### src/rtl/rexp_pkg.sv
package rexp_pkg;

    localparam int NUM_GROUPS = 3;

    typedef enum logic [1:0] {
        DRV_GND = 2'b00,
        DRV_PRE = 2'b01,
        DRV_SRC = 2'b10
    } drive_e;

    function automatic int group_of(input int col);
        return col % NUM_GROUPS;
    endfunction

    function automatic drive_e pick_drive(input logic pre_busy, input logic cnt_live);
        if (pre_busy)
            return DRV_PRE;
        else if (cnt_live)
            return DRV_SRC;
        else
            return DRV_GND;
    endfunction

endpackage

### src/rtl/rexp_group_timer.sv
module rexp_group_timer
    import rexp_pkg::*;
#(
    parameter int PRE_W = 4
) (
    input  logic             clk,
    input  logic             rst,
    input  logic             load,
    input  logic             tick,
    input  logic [PRE_W-1:0] pre_len,
    output logic             busy
);

    logic [PRE_W-1:0] remain;

    always_ff @(posedge clk) begin
        if (rst)
            remain <= '0;
        else if (load)
            remain <= pre_len;
        else if (tick && remain != '0)
            remain <= remain - 1'b1;
    end

    assign busy = (remain != '0);

endmodule

### src/rtl/rexp_row_ctrl.sv
module rexp_row_ctrl
    import rexp_pkg::*;
#(
    parameter int PRE_W = 4
) (
    input  logic                        clk,
    input  logic                        rst,
    input  logic                        row_start,
    input  logic                        exp_tick,
    input  logic [NUM_GROUPS*PRE_W-1:0] pre_time,
    output logic [NUM_GROUPS-1:0]       grp_busy,
    output logic                        row_clk,
    output logic                        row_pre_done
);

    logic row_open;
    logic clk_pulse;

    for (genvar g = 0; g < NUM_GROUPS; g++) begin : g_grp
        rexp_group_timer #(.PRE_W(PRE_W)) u_timer (
            .clk     (clk),
            .rst     (rst),
            .load    (row_start),
            .tick    (exp_tick),
            .pre_len (pre_time[g*PRE_W +: PRE_W]),
            .busy    (grp_busy[g])
        );
    end

    always_ff @(posedge clk) begin
        if (rst) begin
            row_open  <= 1'b0;
            clk_pulse <= 1'b0;
        end else begin
            clk_pulse <= row_start;
            if (row_start)
                row_open <= 1'b1;
        end
    end

    assign row_clk      = clk_pulse;
    assign row_pre_done = row_open && (grp_busy == '0);

endmodule

### src/rtl/rexp_col_pwm.sv
module rexp_col_pwm
    import rexp_pkg::*;
#(
    parameter int EXP_W = 6
) (
    input  logic             clk,
    input  logic             rst,
    input  logic             load,
    input  logic             tick,
    input  logic             pre_busy,
    input  logic [EXP_W-1:0] exp_val,
    output drive_e           drive
);

    logic [EXP_W-1:0] left;
    logic             live;

    assign live = (left != '0);

    always_ff @(posedge clk) begin
        if (rst)
            left <= '0;
        else if (load)
            left <= exp_val;
        else if (tick && !pre_busy && live)
            left <= left - 1'b1;
    end

    assign drive = pick_drive(pre_busy, live);

endmodule

### src/rtl/row_exposure_sequencer.sv
module row_exposure_sequencer
    import rexp_pkg::*;
#(
    parameter int NUM_COLS = 12,
    parameter int EXP_W    = 6,
    parameter int PRE_W    = 4
) (
    input  logic                        clk,
    input  logic                        rst,
    input  logic                        row_start,
    input  logic                        exp_tick,
    input  logic [NUM_COLS*EXP_W-1:0]   exp_data,
    input  logic [NUM_GROUPS*PRE_W-1:0] pre_time,
    output logic [2*NUM_COLS-1:0]       col_state,
    output logic                        row_clk,
    output logic                        row_pre_done
);

    logic [NUM_GROUPS-1:0] grp_busy;
    drive_e                drv [NUM_COLS];

    rexp_row_ctrl #(.PRE_W(PRE_W)) u_ctrl (
        .clk          (clk),
        .rst          (rst),
        .row_start    (row_start),
        .exp_tick     (exp_tick),
        .pre_time     (pre_time),
        .grp_busy     (grp_busy),
        .row_clk      (row_clk),
        .row_pre_done (row_pre_done)
    );

    for (genvar c = 0; c < NUM_COLS; c++) begin : g_col
        localparam int GRP = group_of(c);
        rexp_col_pwm #(.EXP_W(EXP_W)) u_pwm (
            .clk      (clk),
            .rst      (rst),
            .load     (row_start),
            .tick     (exp_tick),
            .pre_busy (grp_busy[GRP]),
            .exp_val  (exp_data[c*EXP_W +: EXP_W]),
            .drive    (drv[c])
        );
        assign col_state[2*c +: 2] = drv[c];
    end

endmodule

### config.mk
export PLATFORM = sky130hd
export DESIGN_NAME = row_exposure_sequencer
export DESIGN_NICKNAME = d
export VERILOG_FILES = /design/src/rtl/rexp_pkg.sv /design/src/rtl/rexp_group_timer.sv /design/src/rtl/rexp_row_ctrl.sv /design/src/rtl/rexp_col_pwm.sv /design/src/rtl/row_exposure_sequencer.sv
export SDC_FILE = /design/constraint.sdc
export NUM_CORES = 1
export LEC_CHECK = 0
export ABC_AREA = 0
export BUFFER_PORTS_ARGS = -buffer_cell sky130_fd_sc_hd__buf_2
export CORE_UTILIZATION = 31
export DETAILED_ROUTE_END_ITERATION = 8
export GPL_ROUTABILITY_DRIVEN = 0
export SLEW_MARGIN = 20
export SYNTH_ARGS = -nofsm -noshare
export SYNTH_HDL_FRONTEND = slang
export SYNTH_SLANG_ARGS = --single-unit
### constraint.sdc
create_clock -name clk -period 3.75 [get_ports clk]
set_input_delay 1.125 -clock clk [delete_from_list [all_inputs] [get_ports clk]]
set_output_delay 1.125 -clock clk [all_outputs]
set_load 0.03 [all_outputs]
### Yosys cells after proc, flatten, opt, wreduce, memory -nomap -nowiden

Index checks and enable logic that the tools add are counted.

| word-level totals | value |
|---|---|
| input port bits | 88 |
| bits in registers | 86 |
| word-level logic and storage cells | 139 |

| operators by class | value |
|---|---|
| reductions and logical operators | 53 |
| $add $sub $neg | 15 |
| multiplexer cells | 54 |

Operators with widths:

| kind | number |
|---|---|
| 6-bit 2-to-1 mux | 24 |
| 6-bit nonzero test | 12 |
| 6-bit by 1-bit subtractor with 6-bit output, second input constant | 12 |
| 2-bit 2-to-1 mux | 24 |
| 2-bit nonzero test | 15 |
| 4-bit 2-to-1 mux | 6 |
| 1-bit logical AND | 19 |
| 4-bit nonzero test | 3 |
| 4-bit by 1-bit subtractor with 4-bit output, second input constant | 3 |
| 1-bit logical NOT | 3 |
| 3-bit logical NOT | 1 |

### Depth between registers and ports, before layout

Gate-level depths: netlist of run 1.

| depth | value |
|---|---|
| depth in word-level cells | 6 |
| mapped depth | 8 |

### Modules after synthesis

From an unflattened synthesis of run 1, not the netlist that was laid out.

| unflattened totals | value |
|---|---|
| cells, all modules | 739 |
| area, all modules | 6283.5 µm² |

By module, submodules not included:

| module | instances | cells an instance | area each (µm²) |
|---|---|---|---|
| rexp_col_pwm (g_col[0].u_pwm ...) | 11 | 54 | 454.2 |
| rexp_group_timer | 3 | 29 | 256.5 |
| rexp_col_pwm (g_col[4].u_pwm) | 1 | 53 | 446.7 |
| rexp_row_ctrl | 1 | 5 | 71.3 |

### Worst setup path after synthesis of run 1

Ideal clock, no wire load.

| timing | value |
|---|---|
| kind | register -> output |
| start point | register u_ctrl.g_grp[2].u_timer.remain[0] |
| end point | output port row_pre_done |
| path slack | 487 ps |
| arrival time | 2138 ps |
| stages on the path, launching flop included | 6 |
| path through | dfxtp_1 -> inv_1 -> ha_1 -> or3b_1 -> clkbuf_1 -> nor4_1 |

| on the way | value |
|---|---|
| longest elaborated chain between the ends | 3 |

RTL lines:

| item | RTL line | RTL |
|---|---|---|
| from (decl) | rexp_group_timer.sv:14 | `logic [PRE_W-1:0] remain;` |
| from (signal assigned) | rexp_group_timer.sv:20 | `remain <= pre_len;` |
| from (signal assigned) | rexp_group_timer.sv:22 | `remain <= remain - 1'b1;` |
| 4-bit nonzero test | rexp_group_timer.sv:25 | `assign busy = (remain != '0);` |
| net g_col[11].u_pwm.pre_busy | rexp_col_pwm.sv:10 | `input logic pre_busy,` |
| 3-bit logical NOT | rexp_row_ctrl.sv:42 | `assign row_pre_done = row_open && (grp_busy == '0);` |
| 1-bit logical AND | rexp_row_ctrl.sv:42 |  |
| to (decl) | row_exposure_sequencer.sv:16 | `output logic row_pre_done` |

The timed path passes the listed nets, and every way through them passes these cells.

### Worst setup path in the final report of run 1

| timing | value |
|---|---|
| start point | register u_ctrl.g_grp[2].u_timer.remain[0] |
| end point | output port row_pre_done |

| on the way | value |
|---|---|
| longest elaborated chain between the ends | 3 |

RTL lines:

| item | RTL line |
|---|---|
| 4-bit nonzero test | rexp_group_timer.sv:25 |
| 3-bit logical NOT | rexp_row_ctrl.sv:42 |
| 1-bit logical AND | rexp_row_ctrl.sv:42 |

Every way passes these cells.

==> metrics.cfg, run 1 <==
[job]
maxCapViolCount=0

[placed_design]
pre_cts_slack_ns=0.650
port_buffers=113
dp_hpwl_mm=10.0
placed_area_sq_um=5980

[yosys]
synth.area.top_cells=dfxtp_1 33%, ha_1 6.4%, a211oi_1 5.7%, nor2_1 5.0%, mux2i_1 4.0%
ys_ff_latch=86
synth_nets=748
synth_cells=633
syn_area_sq_um=5280
yosysTopAreaCell=dfxtp_1
synth_top_area_share_pct=32.6
synth-edff-count=0
ys_seq_area_share_pct=32.6
syn_avg_cell_area_sq_um=8.35
synth_cell_type_count=68
synth_ff_type=dfxtp_1
synthArstFlopShare_pct=0
yosysWarnings=0

[worst_setup_path]
startpoint=u_ctrl.g_grp[2].u_timer.remain[0]
endpoint_kind=output pin
worstReg2RegEnd=g_col[2].u_pwm.left[2]
startpoint_type=flip-flop
worst_ep_required_time_ns=2.62
endpoint=row_pre_done
r2r-start=u_ctrl.g_grp[2].u_timer.remain[0]
reg2regPathDepth=6
arrival_ns=2.29
critPathMaxFanout=11
regToRegSetupSlack_ns=1.74
worstSetupPathType=reg -> out

[clock_tree]
cts_buffer_depth=2
clockRootBuffer=clkbuf_16
cts_inserted_buffers=9
clk_latency_ns=0.35
cts_hold_buf=0
cts_setup_buffers=0
cts-resized-gates=0
clk_pin_slew_ns=0.06
cts_sinks=86
cts_tree=built
cts_max_level=3

[power_and_ir_drop]
comb_power_share_pct=27.0
p_sw_uw=893
pwr-share-clk_pct=34.9
power_frac_seq_pct=38.2
intPower_mw=1.89
powerDensity_nw_per_um2=441
leakage_nw=2.59
ir_worst_vdd_v=0.000319
swShare_pct=32.1

[grt]
grt_pass1_vias=4578
gr-usage-all-layers_pct=16.6
antenna_found_initial=0
grt_pass1_wl_mm=23.2
grt-ovfl-total=0
grt_max_degree=41

[final_layout]
nNetsFinal=832
multi_input_area_sq_um=3150
layout-drive-gt1-share_pct=22.4
fin_area_sq_um=6290
area_growth_pct=19.2
final_common_cell=buf_2
num_antenna_cells=0
regArea_sq_um=1720
final_cell_mix=113 x buf_2, 86 x dfxtp_1, 70 x nor2_1
nFillCells=1725

[timing]
rsz0062_at_grt=false
fin_crit_ns=3.42
tightest_slew_ns=0.733
whs_ns=0.465
hold_violations=0
period_share_pct=91.1
totalNegativeSetupSlack_ns=0
final_max_slew_viol_count=0
fin_skew_ns=0.00814
slew-limit-headroom_pct=51.0
setup_viol=0
setup_ws_ns=0.333
max_freq_ghz=0.293

[floorplanning]
ioPinCount=114
initial_core_util_pct=31.9
die_w_um=133
rows=47
design.core.area_sq_um=16600
die_area_sq_um=17600
die_h_um=133

[route]
vias_per_cell=5.13
postRouteAntennaNets=0
via_count=4837
first_iter_violations=215
firstDrtPassIters=4
wire_per_inst_um=14.9
totalWireLength_mm=14.0
drc=0

[worst_hold_path]
hp-class=reg -> reg

[run_status]
status=completed

-- layout make-up --
type                       count  area share [%]
clock inverter                 4            1.11
inverter                      47            2.84
sequential                    86            27.4
timing repair buffer         123            10.4
tap                          220            4.37
clock buffer                  12            3.92
multi-input combinational    450            50.0
-- sequential cells by signal, indices dropped and copies added (netlist names) --
| register | cells |
|---|---|
| g_col.u_pwm.left | 72 |
| u_ctrl.row_clk | 1 |
| u_ctrl.row_open | 1 |
| u_ctrl.g_grp.u_timer.remain | 12 |
-- cell families (layout without fill, tap and decap cells) --
logic type / after synthesis / in the layout / synth area share, %
xor gates and xnor gates: 22 / 22 / 3.65
adders and majority gates: 27 / 27 / 6.39
DFF: 86 / 86 / 32.6
AOI/OAI and AO/OA: 162 / 162 / 22.2
buffers and inverters: 97 / 186 / 7.91
and+or+nand+nor: 215 / 215 / 22.6
muxes: 24 / 24 / 4.62
-- critical path: stages (launching register included) --
cell and delay (ns):
dfxtp_1 0.31, inv_1 0.08, ha_1 0.26, or3b_1 0.57, nor4_1 0.46, buf_2 0.28
-- worst min-delay path by stage --
stage	from	end	slack [ns]	cells after the start
after floorplan	u_ctrl.row_open	u_ctrl.row_open	0.43	2
after global placement	u_ctrl.row_open	u_ctrl.row_open	0.45	2
after detailed placement	u_ctrl.row_open	u_ctrl.row_open	0.45	2
after CTS	u_ctrl.row_open	u_ctrl.row_open	0.46	2
after global routing	u_ctrl.row_open	u_ctrl.row_open	0.47	2
final	u_ctrl.row_open	u_ctrl.row_open	0.47	2
-- per-stage QoR --
stage               total power, mW  instances  util [%]
floorplan                      1.64        633         -
global placement               1.83        926      36.0
detailed placement             1.83        926      36.0
CTS                            2.82        942      38.0
global route                   2.95        942      38.0
finish                         2.78        942      38.0
-- power groups by stage --
stage / sequential (mW) / clock, mW / combinational (mW)
CTS: 1.06 / 1.00 / 0.755
global placement: 1.08 / 0 / 0.748
finish: 1.06 / 0.969 / 0.749
floorplan: 1.06 / 0 / 0.578
global route: 1.07 / 1.04 / 0.835
detailed placement: 1.08 / 0 / 0.752
-- synthesized netlist by cell type, types with 3 or more instances --
master and number:
o221a_2 3, a21oi_2 6, buf_2 4, a311o_1 4
clkbuf_1 28, nand3_1 5, mux2i_1 21, ha_1 27
a211oi_1 40, buf_1 5, nor2b_1 8, nand2_1 33
a311oi_1 5, xor2_1 3, and2_1 4, inv_1 47
o221a_1 4, nor3b_1 4, a22o_1 3, a21boi_0 4
dfxtp_1 86, and4_1 5, a31oi_1 3, or4_1 5
o21ai_0 18, xnor2_1 19, nor3_1 15, o21a_1 9
nor2_1 70, a2111oi_0 8, nor4b_1 6, nand4_1 7
mux2_2 3, and4b_1 3, or3_1 12, a21oi_1 37
nor4_1 15, buf_4 13, or3b_1 3
-- per-layer routing --
metal	global-route usage, %	part of all wire, %	vias up
met2	24.7	42	103
met1	23.7	53	2246
met5	0	0	-
met3	4.71	4.4	13
met4	3.07	0.88	0
li1	-	-	2475
Power figures use the tool's default switching activity.
==> run 2, diff against run 1 <==
--- a/config.mk
+++ b/config.mk
@@ -10,6 +10,7 @@
 export CORE_UTILIZATION = 31
 export DETAILED_ROUTE_END_ITERATION = 8
 export GPL_ROUTABILITY_DRIVEN = 0
+export REMOVE_ABC_BUFFERS = 1
 export SLEW_MARGIN = 20
 export SYNTH_ARGS = -nofsm -noshare
 export SYNTH_HDL_FRONTEND = slang
==> metrics.cfg, run 2 (synthesized netlist as in run 1, its figures left out) <==
[job]
maxCapViolCount=0

[timing]
rsz0062_at_grt=false
final_max_slew_viol_count=0
fin_skew_ns=0.00579
hold_violations=0
fin_crit_ns=3.40
setup_viol=0
slew-limit-headroom_pct=51.0
max_freq_ghz=0.294
period_share_pct=90.8
tightest_slew_ns=0.725

[worst_hold_path]
hp-class=reg -> reg
min_path_cells=2
hold_end=u_ctrl.row_open
worstHoldStart=u_ctrl.row_open

[power_and_ir_drop]
power_frac_seq_pct=38.2
comb_power_share_pct=26.8
p_sw_uw=906
intPower_mw=1.87
pwr-share-clk_pct=34.9
ir_worst_vdd_v=0.000206
powerDensity_nw_per_um2=441
leakage_nw=2.58
swShare_pct=32.7

[worst_setup_path]
endpoint_kind=output pin
worstReg2RegEnd=g_col[7].u_pwm.left[4]
critPathMaxFanout=11
slowest_stage=or3b_1
critPathMaxStageDelay_ns=0.60
startpoint=u_ctrl.g_grp[2].u_timer.remain[0]
path_cells=inv_1, ha_1, or3b_1, nor4_1, buf_2
worst-path-buf-inv=2
regToRegSetupSlack_ns=1.59
r2r-start=u_ctrl.g_grp[1].u_timer.remain[0]
reg2regPathDepth=7
arrival_ns=2.28
startpoint_type=flip-flop
worst_ep_required_time_ns=2.62
cp.depth=5
crit_family=simple AND/OR/NAND/NOR gates
worstSetupPathType=reg -> out

[placed_design]
dp.cells=925
port_buffers=113
placed_area_sq_um=5970
dp_hpwl_mm=9.79

[final_layout]
num_antenna_cells=0
final_cell_mix=113 x buf_2, 86 x dfxtp_1, 70 x nor2_1
layoutNonFillerInstCount=941
top_regs=g_col.u_pwm.left (72), u_ctrl.g_grp.u_timer.remain (12)
area_growth_pct=19.0
largest_register_ffs=72
layout-drive-gt1-share_pct=22.5
final_common_cell=buf_2
fin_area_sq_um=6290
nNetsFinal=831
top_register=g_col.u_pwm.left

[grt]
grt-ovfl-total=0
grt_pass1_wl_mm=22.9
gr-usage-all-layers_pct=16.5
antenna_found_initial=0
grt_pass1_vias=4654
grt_max_degree=52

[clock_tree]
cts_sinks=86
cts-resized-gates=0
cts_buffer_depth=2
cts_inserted_buffers=9
clk_latency_ns=0.35
clockRootBuffer=clkbuf_16
cts_hold_buf=0
cts_tree=built
clk_pin_slew_ns=0.06
cts_setup_buffers=0
cts_max_level=3

[route]
wire_per_inst_um=14.8
vias_per_cell=5.13
firstDrtPassIters=4
via_count=4825
drc=0
totalWireLength_mm=13.9
postRouteAntennaNets=0
first_iter_violations=233

[floorplanning]
rows=47
die_area_sq_um=17600
die_w_um=133
initial_core_util_pct=31.9
ioPinCount=114
design.core.area_sq_um=16600
die_h_um=133

[run_status]
status=completed

[run 2: worst min-delay path: cells and delay by family (launching register included)]
kind	cells	cell delay, ns
buffers and inverters	1	0.06
DFF	1	0.30
AOI/OAI and AO/OA	1	0.05
[run 2: worst max path at each step]
stage,to,slack (ns)
after global placement,row_pre_done,0.70
final,row_pre_done,0.35
after detailed placement,row_pre_done,0.67
after CTS,row_pre_done,0.29
after floorplan,g_col[10].u_pwm.left[1],-0.11
after global routing,row_pre_done,0.22
[run 2: layout make-up]
| cell class | instances | area, sq um |
|---|---|---|
| clock buffer | 10 | 229 |
| tap | 220 | 275 |
| inverter | 47 | 179 |
| fill | 1778 | 10300 |
| timing repair buffer | 122 | 646 |
| sequential | 86 | 1720 |
| multi-input combinational | 450 | 3150 |
| clock inverter | 6 | 86.3 |
[run 2: through the flow]
| stage | hold WS, ns | TNS, ns | util, % | setup WS (ns) | total power, mW |
|---|---|---|---|---|---|
| CTS | 0.460 | 0 | 37.9 | 0.287 | 2.81 |
| finish | 0.458 | 0 | 37.9 | 0.345 | 2.77 |
| floorplan | 0.426 | -0.216 | - | -0.111 | 1.59 |
| global placement | 0.441 | 0 | 36.0 | 0.702 | 1.82 |
| detailed placement | 0.451 | 0 | 36.0 | 0.673 | 1.83 |
| global route | 0.505 | 0 | 37.9 | 0.216 | 2.93 |
[run 2: metal layers]
metal | global-route usage (%) | vias to the layer above | wire length (um)
met5 | 0 | - | 0
met4 | 6.64 | 0 | 254
met1 | 21.6 | 2240 | 6800
li1 | - | 2476 | -
met3 | 2.87 | 15 | 477
met2 | 26.8 | 94 | 6360
[run 2: power by group through the flow]
stage | clock network (mW) | registers (mW) | logic, mW
2_1_floorplan | 0 | 1.06 | 0.523
3_3_place_gp | 0 | 1.08 | 0.743
3_5_place_dp | 0 | 1.08 | 0.749
4_1_cts | 1.00 | 1.06 | 0.753
5_1_grt | 1.03 | 1.07 | 0.833
6_report | 0.969 | 1.06 | 0.744
==> run 3, diff against run 2 <==
==> constraint.sdc (replaced) <==
create_clock -name clk -period 4.3 [get_ports clk]
set_input_delay 1.29 -clock clk [delete_from_list [all_inputs] [get_ports clk]]
set_output_delay 1.29 -clock clk [all_outputs]
set_load 0.03 [all_outputs]
==> metrics.cfg, run 3 (synthesized netlist as in run 1, its figures left out) <==
[timing]
fin_crit_ns=3.61
hold_violations=0
whs_ns=0.458
rsz0062_at_grt=false
totalNegativeSetupSlack_ns=0
max_freq_ghz=0.277
fin_skew_ns=0.00927
slew-limit-headroom_pct=53.6
setup_viol=0
tightest_slew_ns=0.696
final_max_slew_viol_count=0
period_share_pct=83.9

[worst_hold_path]
min_path_cells=2
hp-class=reg -> reg

[route]
via_count=4683
vias_per_cell=4.99
wire_per_inst_um=14.7
drc=0
first_iter_violations=210
firstDrtPassIters=4
totalWireLength_mm=13.8
postRouteAntennaNets=0

[power_and_ir_drop]
ir_worst_vdd_v=0.000171
totalPowerFinal_mw=2.38
leakage_nw=2.57
powerDensity_nw_per_um2=380

[clock_tree]
clk_latency_ns=0.35
cts_tree=built
cts_hold_buf=0
cts-resized-gates=0
clk_pin_slew_ns=0.06
cts_buffer_depth=2
cts_sinks=86
clockRootBuffer=clkbuf_16
cts_max_level=3
cts_setup_buffers=0
cts_inserted_buffers=9

[final_layout]
largest_register_ffs=72
layout-drive-gt1-share_pct=22.3
num_antenna_cells=0
area_growth_pct=18.6
final_cell_mix=113 x buf_2, 86 x dfxtp_1, 70 x nor2_1
top_register=g_col.u_pwm.left
final_common_cell=buf_2
fin_area_sq_um=6260
nNetsFinal=829
top_regs=g_col.u_pwm.left (72), u_ctrl.g_grp.u_timer.remain (12)
utilization_pct=37.8

[worst_setup_path]
regToRegSetupSlack_ns=2.17
critPathMaxStageDelay_ns=0.58
arrival_ns=2.32
cp.depth=5
endpoint=row_pre_done
reg2regPathDepth=6
worstSetupPathType=reg -> out
worstReg2RegEnd=g_col[10].u_pwm.left[4]
r2r-start=u_ctrl.g_grp[1].u_timer.remain[0]
endpoint_kind=output pin
slowest_stage=or3b_1
startpoint=u_ctrl.g_grp[2].u_timer.remain[0]
crit_family=simple AND/OR/NAND/NOR gates
startpoint_type=flip-flop
path_cells=inv_1, ha_1, or3b_1, nor4_1, buf_2
worst_ep_required_time_ns=3.01
critPathMaxFanout=11
worst-path-buf-inv=2

[floorplanning]
die_w_um=133
ioPinCount=114
initial_core_util_pct=31.9
rows=47
die_h_um=133
design.core.area_sq_um=16600
die_area_sq_um=17600

[grt]
antenna_found_initial=0
grt_pass1_wl_mm=22.2
grt_max_degree=73
grt-ovfl-total=0
grt_pass1_vias=4384
gr-usage-all-layers_pct=16.1

[run_status]
status=completed

[placed_design]
port_buffers=113
placed_area_sq_um=5960
dp_hpwl_mm=9.66

[job]
maxCapViolCount=0

-- run 3: changes by cell type in the layout (fill, tap and decap cells not counted), sizes merged --
cell,change
buf,-2
bufinv,-1
clkbuf,+2
clkinv,-2
-- run 3: worst min-delay path by stage --
stage                            to             from  slack [ns]
finish              u_ctrl.row_open  u_ctrl.row_open        0.46
global route        u_ctrl.row_open  u_ctrl.row_open        0.52
CTS                 u_ctrl.row_open  u_ctrl.row_open        0.46
detailed placement  u_ctrl.row_open  u_ctrl.row_open        0.45
global placement    u_ctrl.row_open  u_ctrl.row_open        0.44
floorplan           u_ctrl.row_open  u_ctrl.row_open        0.43
-- run 3: final cells by class --
class | instances | area (sq um)
Fill cell | 1758 | 10300
Multi-Input combinational cell | 450 | 3150
Sequential cell | 86 | 1720
Timing Repair Buffer | 120 | 631
Tap cell | 220 | 275
Clock buffer | 12 | 267
Inverter | 47 | 179
Clock inverter | 3 | 42.5
-- run 3: per-layer routing --
layer,wire length [um],GRT usage [%]
met2,6180,24.9
met1,6940,21.8
met3,509,3.60
met5,0,0
met4,128,6.19
-- run 3: per-stage QoR --
| stage | setup slack [ns] | instances |
|---|---|---|
| floorplan | 0.274 | 583 |
| global placement | 1.06 | 923 |
| detailed placement | 1.04 | 923 |
| CTS | 0.654 | 938 |
| global route | 0.589 | 938 |
| finish | 0.692 | 938 |
-- run 3: power breakdown --
group	switching, mW	internal [mW]	leakage, nW
sequential	0.0591	0.866	0.715
combinational	0.391	0.252	1.70
clock	0.320	0.493	0.151
-- run 3: worst reg2reg max path: cells and delay by family, from the launching register on --
| family | cells | cell delay, ns |
|---|---|---|
| AOI/OAI and AO/OA | 1 | 0.21 |
| adders and majority gates | 1 | 0.22 |
| buffers and inverters | 1 | 0.08 |
| DFF | 1 | 0.31 |
| muxes | 1 | 0.14 |
| and+or+nand+nor | 2 | 1.09 |
